File: src/rtl/apb_xfer_pkg.sv
package apb_xfer_pkg;

    typedef enum logic [1:0] {
        PH_IDLE   = 2'd0,
        PH_SETUP  = 2'd1,
        PH_ACCESS = 2'd2
    } phase_e;

    // Whether a new request may be taken in the present cycle.
    function automatic logic may_take(phase_e cur, logic slv_rdy, logic chain_ok);
        logic ok;
        case (cur)
            PH_IDLE:   ok = 1'b1;
            PH_ACCESS: ok = slv_rdy & chain_ok;
            default:   ok = 1'b0;
        endcase
        return ok;
    endfunction

    // Phase sequencing.
    function automatic phase_e phase_next(phase_e cur, logic take, logic slv_rdy);
        phase_e nx;
        case (cur)
            PH_IDLE:   nx = take ? PH_SETUP : PH_IDLE;
            PH_SETUP:  nx = PH_ACCESS;
            PH_ACCESS: begin
                if (!slv_rdy)  nx = PH_ACCESS;
                else if (take) nx = PH_SETUP;
                else           nx = PH_IDLE;
            end
            default:   nx = PH_IDLE;
        endcase
        return nx;
    endfunction

endpackage

File: src/rtl/apb_xfer_phase.sv
module apb_xfer_phase
    import apb_xfer_pkg::*;
(
    input  logic   clk,
    input  logic   rst_n,
    input  logic   req_valid,
    input  logic   slv_ready,
    input  logic   chain_ok,
    output phase_e phase,
    output logic   take,
    output logic   req_ready
);

    phase_e phase_q;

    assign req_ready = may_take(phase_q, slv_ready, chain_ok);
    assign take      = req_valid & req_ready;
    assign phase     = phase_q;

    always_ff @(posedge clk) begin
        if (!rst_n) phase_q <= PH_IDLE;
        else        phase_q <= phase_next(phase_q, take, slv_ready);
    end

endmodule

File: src/rtl/apb_xfer_drive.sv
module apb_xfer_drive
    import apb_xfer_pkg::*;
#(
    parameter int ADDR_W = 32,
    parameter int DATA_W = 32
) (
    input  logic              clk,
    input  logic              rst_n,
    input  phase_e            phase,
    input  logic              take,
    input  logic              slv_ready,
    input  logic [ADDR_W-1:0] req_addr,
    input  logic              req_write,
    input  logic [DATA_W-1:0] req_wdata,
    input  logic              req_more,
    output logic [ADDR_W-1:0] bus_addr,
    output logic              bus_write,
    output logic [DATA_W-1:0] bus_wdata,
    output logic              chain_ok
);

    typedef struct packed {
        logic [ADDR_W-1:0] addr;
        logic              write;
        logic [DATA_W-1:0] wdata;
        logic              more;
    } cmd_t;

    localparam cmd_t CMD_ZERO = '0;

    cmd_t cmd_q;
    logic finish_plain;

    assign finish_plain = (phase == PH_ACCESS) && slv_ready && !take;

    always_ff @(posedge clk) begin
        if (!rst_n) begin
            cmd_q <= CMD_ZERO;
        end else if (take) begin
            cmd_q.addr  <= req_addr;
            cmd_q.write <= req_write;
            cmd_q.wdata <= req_wdata;
            cmd_q.more  <= req_more;
        end else if (finish_plain) begin
            cmd_q <= CMD_ZERO;
        end
    end

    assign bus_addr  = cmd_q.addr;
    assign bus_write = cmd_q.write;
    assign bus_wdata = cmd_q.wdata;
    assign chain_ok  = cmd_q.more;

endmodule

File: src/rtl/apb_xfer_collect.sv
module apb_xfer_collect
    import apb_xfer_pkg::*;
#(
    parameter int DATA_W = 32
) (
    input  logic              clk,
    input  logic              rst_n,
    input  phase_e            phase,
    input  logic              slv_ready,
    input  logic [DATA_W-1:0] slv_rdata,
    input  logic              slv_err,
    output logic              rsp_done,
    output logic [DATA_W-1:0] rsp_rdata,
    output logic              rsp_err
);

    logic complete;

    assign complete = (phase == PH_ACCESS) && slv_ready;

    always_ff @(posedge clk) begin
        if (!rst_n) begin
            rsp_done  <= 1'b0;
            rsp_rdata <= '0;
            rsp_err   <= 1'b0;
        end else begin
            rsp_done <= complete;
            if (complete) begin
                rsp_rdata <= slv_rdata;
                rsp_err   <= slv_err;
            end
        end
    end

endmodule

File: src/rtl/apb_xfer_master.sv
module apb_xfer_master
    import apb_xfer_pkg::*;
#(
    parameter int ADDR_W = 32,
    parameter int DATA_W = 32
) (
    input  logic              clk,
    input  logic              rst_n,
    input  logic              req_valid,
    output logic              req_ready,
    input  logic [ADDR_W-1:0] req_addr,
    input  logic              req_write,
    input  logic [DATA_W-1:0] req_wdata,
    input  logic              req_more,
    output logic              rsp_done,
    output logic [DATA_W-1:0] rsp_rdata,
    output logic              rsp_err,
    output logic              bus_sel,
    output logic              bus_enable,
    output logic [ADDR_W-1:0] bus_addr,
    output logic              bus_write,
    output logic [DATA_W-1:0] bus_wdata,
    input  logic              bus_ready,
    input  logic [DATA_W-1:0] bus_rdata,
    input  logic              bus_err
);

    phase_e phase;
    logic   take;
    logic   chain_ok;

    apb_xfer_phase u_phase (
        .clk       (clk),
        .rst_n     (rst_n),
        .req_valid (req_valid),
        .slv_ready (bus_ready),
        .chain_ok  (chain_ok),
        .phase     (phase),
        .take      (take),
        .req_ready (req_ready)
    );

    apb_xfer_drive #(.ADDR_W(ADDR_W), .DATA_W(DATA_W)) u_drive (
        .clk       (clk),
        .rst_n     (rst_n),
        .phase     (phase),
        .take      (take),
        .slv_ready (bus_ready),
        .req_addr  (req_addr),
        .req_write (req_write),
        .req_wdata (req_wdata),
        .req_more  (req_more),
        .bus_addr  (bus_addr),
        .bus_write (bus_write),
        .bus_wdata (bus_wdata),
        .chain_ok  (chain_ok)
    );

    apb_xfer_collect #(.DATA_W(DATA_W)) u_collect (
        .clk       (clk),
        .rst_n     (rst_n),
        .phase     (phase),
        .slv_ready (bus_ready),
        .slv_rdata (bus_rdata),
        .slv_err   (bus_err),
        .rsp_done  (rsp_done),
        .rsp_rdata (rsp_rdata),
        .rsp_err   (rsp_err)
    );

    assign bus_sel    = (phase != PH_IDLE);
    assign bus_enable = (phase == PH_ACCESS);

endmodule

File: config.mk
export PLATFORM = sky130hd
export DESIGN_NAME = apb_xfer_master
export DESIGN_NICKNAME = d
export VERILOG_FILES = /design/src/rtl/apb_xfer_pkg.sv /design/src/rtl/apb_xfer_phase.sv /design/src/rtl/apb_xfer_drive.sv /design/src/rtl/apb_xfer_collect.sv /design/src/rtl/apb_xfer_master.sv
export SDC_FILE = /design/constraint.sdc
export NUM_CORES = 1
export LEC_CHECK = 0
export CAP_MARGIN = 10
export CORE_MARGIN = 4
export CORE_UTILIZATION = 33
export DETAILED_ROUTE_END_ITERATION = 10
export GPL_TIMING_DRIVEN = 0
export PLACE_DENSITY = 0.74
export SETUP_SLACK_MARGIN = 0.4
export SKIP_LAST_GASP = 1
export SLEW_MARGIN = 20
export SYNTH_ARGS = -nofsm -noshare
export SYNTH_HDL_FRONTEND = slang
export SYNTH_SLANG_ARGS = --single-unit
File: constraint.sdc
create_clock -name clk -period 1.35 [get_ports clk]
set_input_delay 0.27 -clock clk [delete_from_list [all_inputs] [get_ports clk]]
set_output_delay 0.27 -clock clk [all_outputs]
set_load 0.1 [all_outputs]
==> flow_summary.json <==
{
  "antenna_found_initial": 1,
  "yosysSeqAreaShare_pct": 61.8,
  "holdWs_ns": 0.279,
  "p_switching_w": 0.00280,
  "setup_viol": 89,
  "cp_data_arrival_time_ns": 1.80,
  "crit_path_max_fanout": 10,
  "cts_max_level": 3,
  "wl_per_cell_um": 18.3,
  "post-route-min-period_ns": 1.51,
  "viasPerCell": 4.82,
  "cts_tree": "yes",
  "comb_power_share_pct": 34.0,
  "drv_slew": 0,
  "drv_cap": 0,
  "wl_met1_mm": 4.61,
  "finalWirelength_mm": 12.6,
  "drtPass1Iterations": 4,
  "synthCells": 308,
  "post-route-period-util_pct": 112,
  "hold_path_class": "in2reg",
  "wl_met2_mm": 6.39,
  "clock_latency_ns": 0.36,
  "initialDrtViolationCount": 135,
  "grt_pass1_vias": 3524,
  "fillers": 581,
  "avgSynthCellArea_um2": 10.7,
  "layout.nets": 651,
  "path_class": "reg2reg",
  "synth_cell_types": 22,
  "dpl.cell_count": 645,
  "maxSlewHeadroom_pct": 61.5,
  "syn_area_um2": 3300,
  "drive_gt1_share_pct": 58.0,
  "vias": 3313,
  "die_x_um": 108,
  "sequentialPowerShare_pct": 43.0,
  "highest_layer": "met4",
  "p_clk_share_pct": 23.0,
  "crit_required_ns": 1.65,
  "total_power_w": 0.00785,
  "p_int_w": 0.00505,
  "rows": 36,
  "worst_slack_ns": -0.157,
  "cts_sinks": 102,
  "vdd_drop_max_v": 0.000668,
  "dpl.hpwl_mm": 7.69,
  "syn_nets": 411,
  "cts-root-buf": "clkbuf_8",
  "critPathLaunchType": "flop",
  "wl_met3_mm": 1.20,
  "gp_congestion": 0.715,
  "synth_seq_cells": 102,
  "core_area_um2": 9770,
  "finalHoldViolations": 0,
  "ant_nets": 0,
  "grt_util_all_layers_pct": 19.8,
  "io_buffers": 204,
  "grt_start_max_net_pins": 18,
  "tns_ns": -8.15,
  "final_cell_mix": "102 x buf_12, 100 x clkdlybuf4s50_1, 91 x dfxtp_2",
  "max_freq_mhz": 664,
  "layout_commonest_cell": "buf_12",
  "pwr_density_cell_nw_per_um2": 1050,
  "dieArea_um2": 11700,
  "cts.clk_slew.worst_paths_ns": 0.10,
  "rsz0062_at_grt": "true",
  "numCtsBuffers": 9,
  "tightestPinTransition_ns": 0.578,
  "yosysWarningCount": 0,
  "skew_ns": 0.0173,
  "critical_path.endpoint_type": "flop",
  "start_util_pct": 33.8,
  "stdcell_count": 687,
  "area_delta_synth_final_pct": 126,
  "route.detailed.drc": 0,
  "violations": "setup timing",
  "final_util_pct": 76.5,
  "swShare_pct": 35.7,
  "p_leak_nw": 3.00,
  "boundaryPins": 205,
  "die_h_um": 108,
  "status": "finished, violations left",
  "overflow": 0,
  "grt_first_pass_wirelength_mm": 18.0,
  "cts_max_path_buffers": 2
}
==> per-layer routing <==
metal	track usage, %	up-vias
met4	7.57	0
met1	21.8	1552
li1	-	1574
met5	0	-
met3	7.22	30
met2	34.8	157
==> flip-flops by register name (all words and copies together), names as in the netlist <==
register,count
u_collect.rsp_rdata,32
u_drive.bus_addr,32
u_drive.bus_wdata,32
u_phase.phase,2
u_collect.rsp_done,1
u_collect.rsp_err,1
u_drive.bus_write,1
u_drive.chain_ok,1
==> cell type report <==
type | instances | area, µm² | area share (%)
diodes | 1 | 2.50 | 0.0335
well taps | 133 | 166 | 2.23
flip-flops and latches | 102 | 2190 | 29.3
multi-input cells | 181 | 1350 | 18.1
clock buffers | 11 | 141 | 1.89
inverters | 1 | 6.26 | 0.0837
clock inverters | 5 | 40.0 | 0.536
plain buffers | 24 | 238 | 3.18
repair buffers | 229 | 3340 | 44.7
==> power groups by stage <==
| stage | Clock, W | Sequential, W | Combinational [W] |
|---|---|---|---|
| after global routing | 0.00199 | 0.00339 | 0.00275 |
| after CTS | 0.00185 | 0.00337 | 0.00256 |
| after detailed placement | 0 | 0.00334 | 0.00217 |
| final | 0.00181 | 0.00337 | 0.00267 |
| after global placement | 0 | 0.00334 | 0.00216 |
| after floorplan | 0 | 0.00445 | 0.000360 |
==> final timing paths <==
kind,start,endpoint,slack (ns),depth (start not counted)
setup / recovery,u_phase.phase[1],u_drive.bus_addr[8],-0.16,6
hold / removal,rst_n,u_drive.bus_wdata[0],0.28,3
setup reg to reg,u_phase.phase[1],u_drive.bus_addr[8],-0.16,6
hold reg to reg,u_collect.rsp_rdata[29],u_collect.rsp_rdata[29],0.47,2
==> synth_stat cells <==
master,count,area [µm²]
dfxtp_1,102,2040
nand2_1,67,251
a22o_1,65,569
a21oi_1,34,170
buf_2,14,70.1
buf_6,4,45.0
clkbuf_1,4,15.0
mux2i_1,2,20.0
nand2b_1,2,12.5
nor2_1,2,7.51
a21boi_2,1,11.3
and3b_1,1,8.76
buf_1,1,3.75
buf_4,1,7.51
inv_2,1,3.75
nand3_1,1,5.00
nand3b_1,1,7.51
nor2b_1,1,6.26
nor3b_1,1,7.51
nor4b_4,1,23.8
o21a_1,1,7.51
or2_2,1,6.26
==> timing repair <==
| item | 4_1_cts | 5_1_grt |
|---|---|---|
| pin swaps | 1 | 8 |
| hold buffers | 0 | 0 |
| cloned | 2 | 5 |
| resized for setup | 964 | 97 |
| setup buffers | 10 | 8 |
| endpoints found under the setup margin | 204 | 204 |
==> cells by family after synthesis <==
| group | Yosys count | synth area share (%) |
|---|---|---|
| compound gates | 101 | 23.0 |
| flops | 102 | 61.8 |
| mux | 2 | 0.606 |
| buf+inv | 25 | 4.40 |
| simple gates | 78 | 10.2 |
==> critical path, stage by stage (launching register included) <==
cell	delay, ns
dfxtp_4	0.36
a21boi_4	0.15
buf_6	0.13
nor4b_4	0.32
buf_6	0.20
buf_8	0.14
a22o_1	0.16
==> stage by stage <==
step	worst slack, ns	area [µm²]
after floorplan	0.0994	3460
after global placement	-1.14	5670
after detailed placement	-1.15	5670
after CTS	-0.143	7020
after global routing	-0.236	7480
final	-0.157	7480
Note: power is estimated with default switching activity, not from simulation.
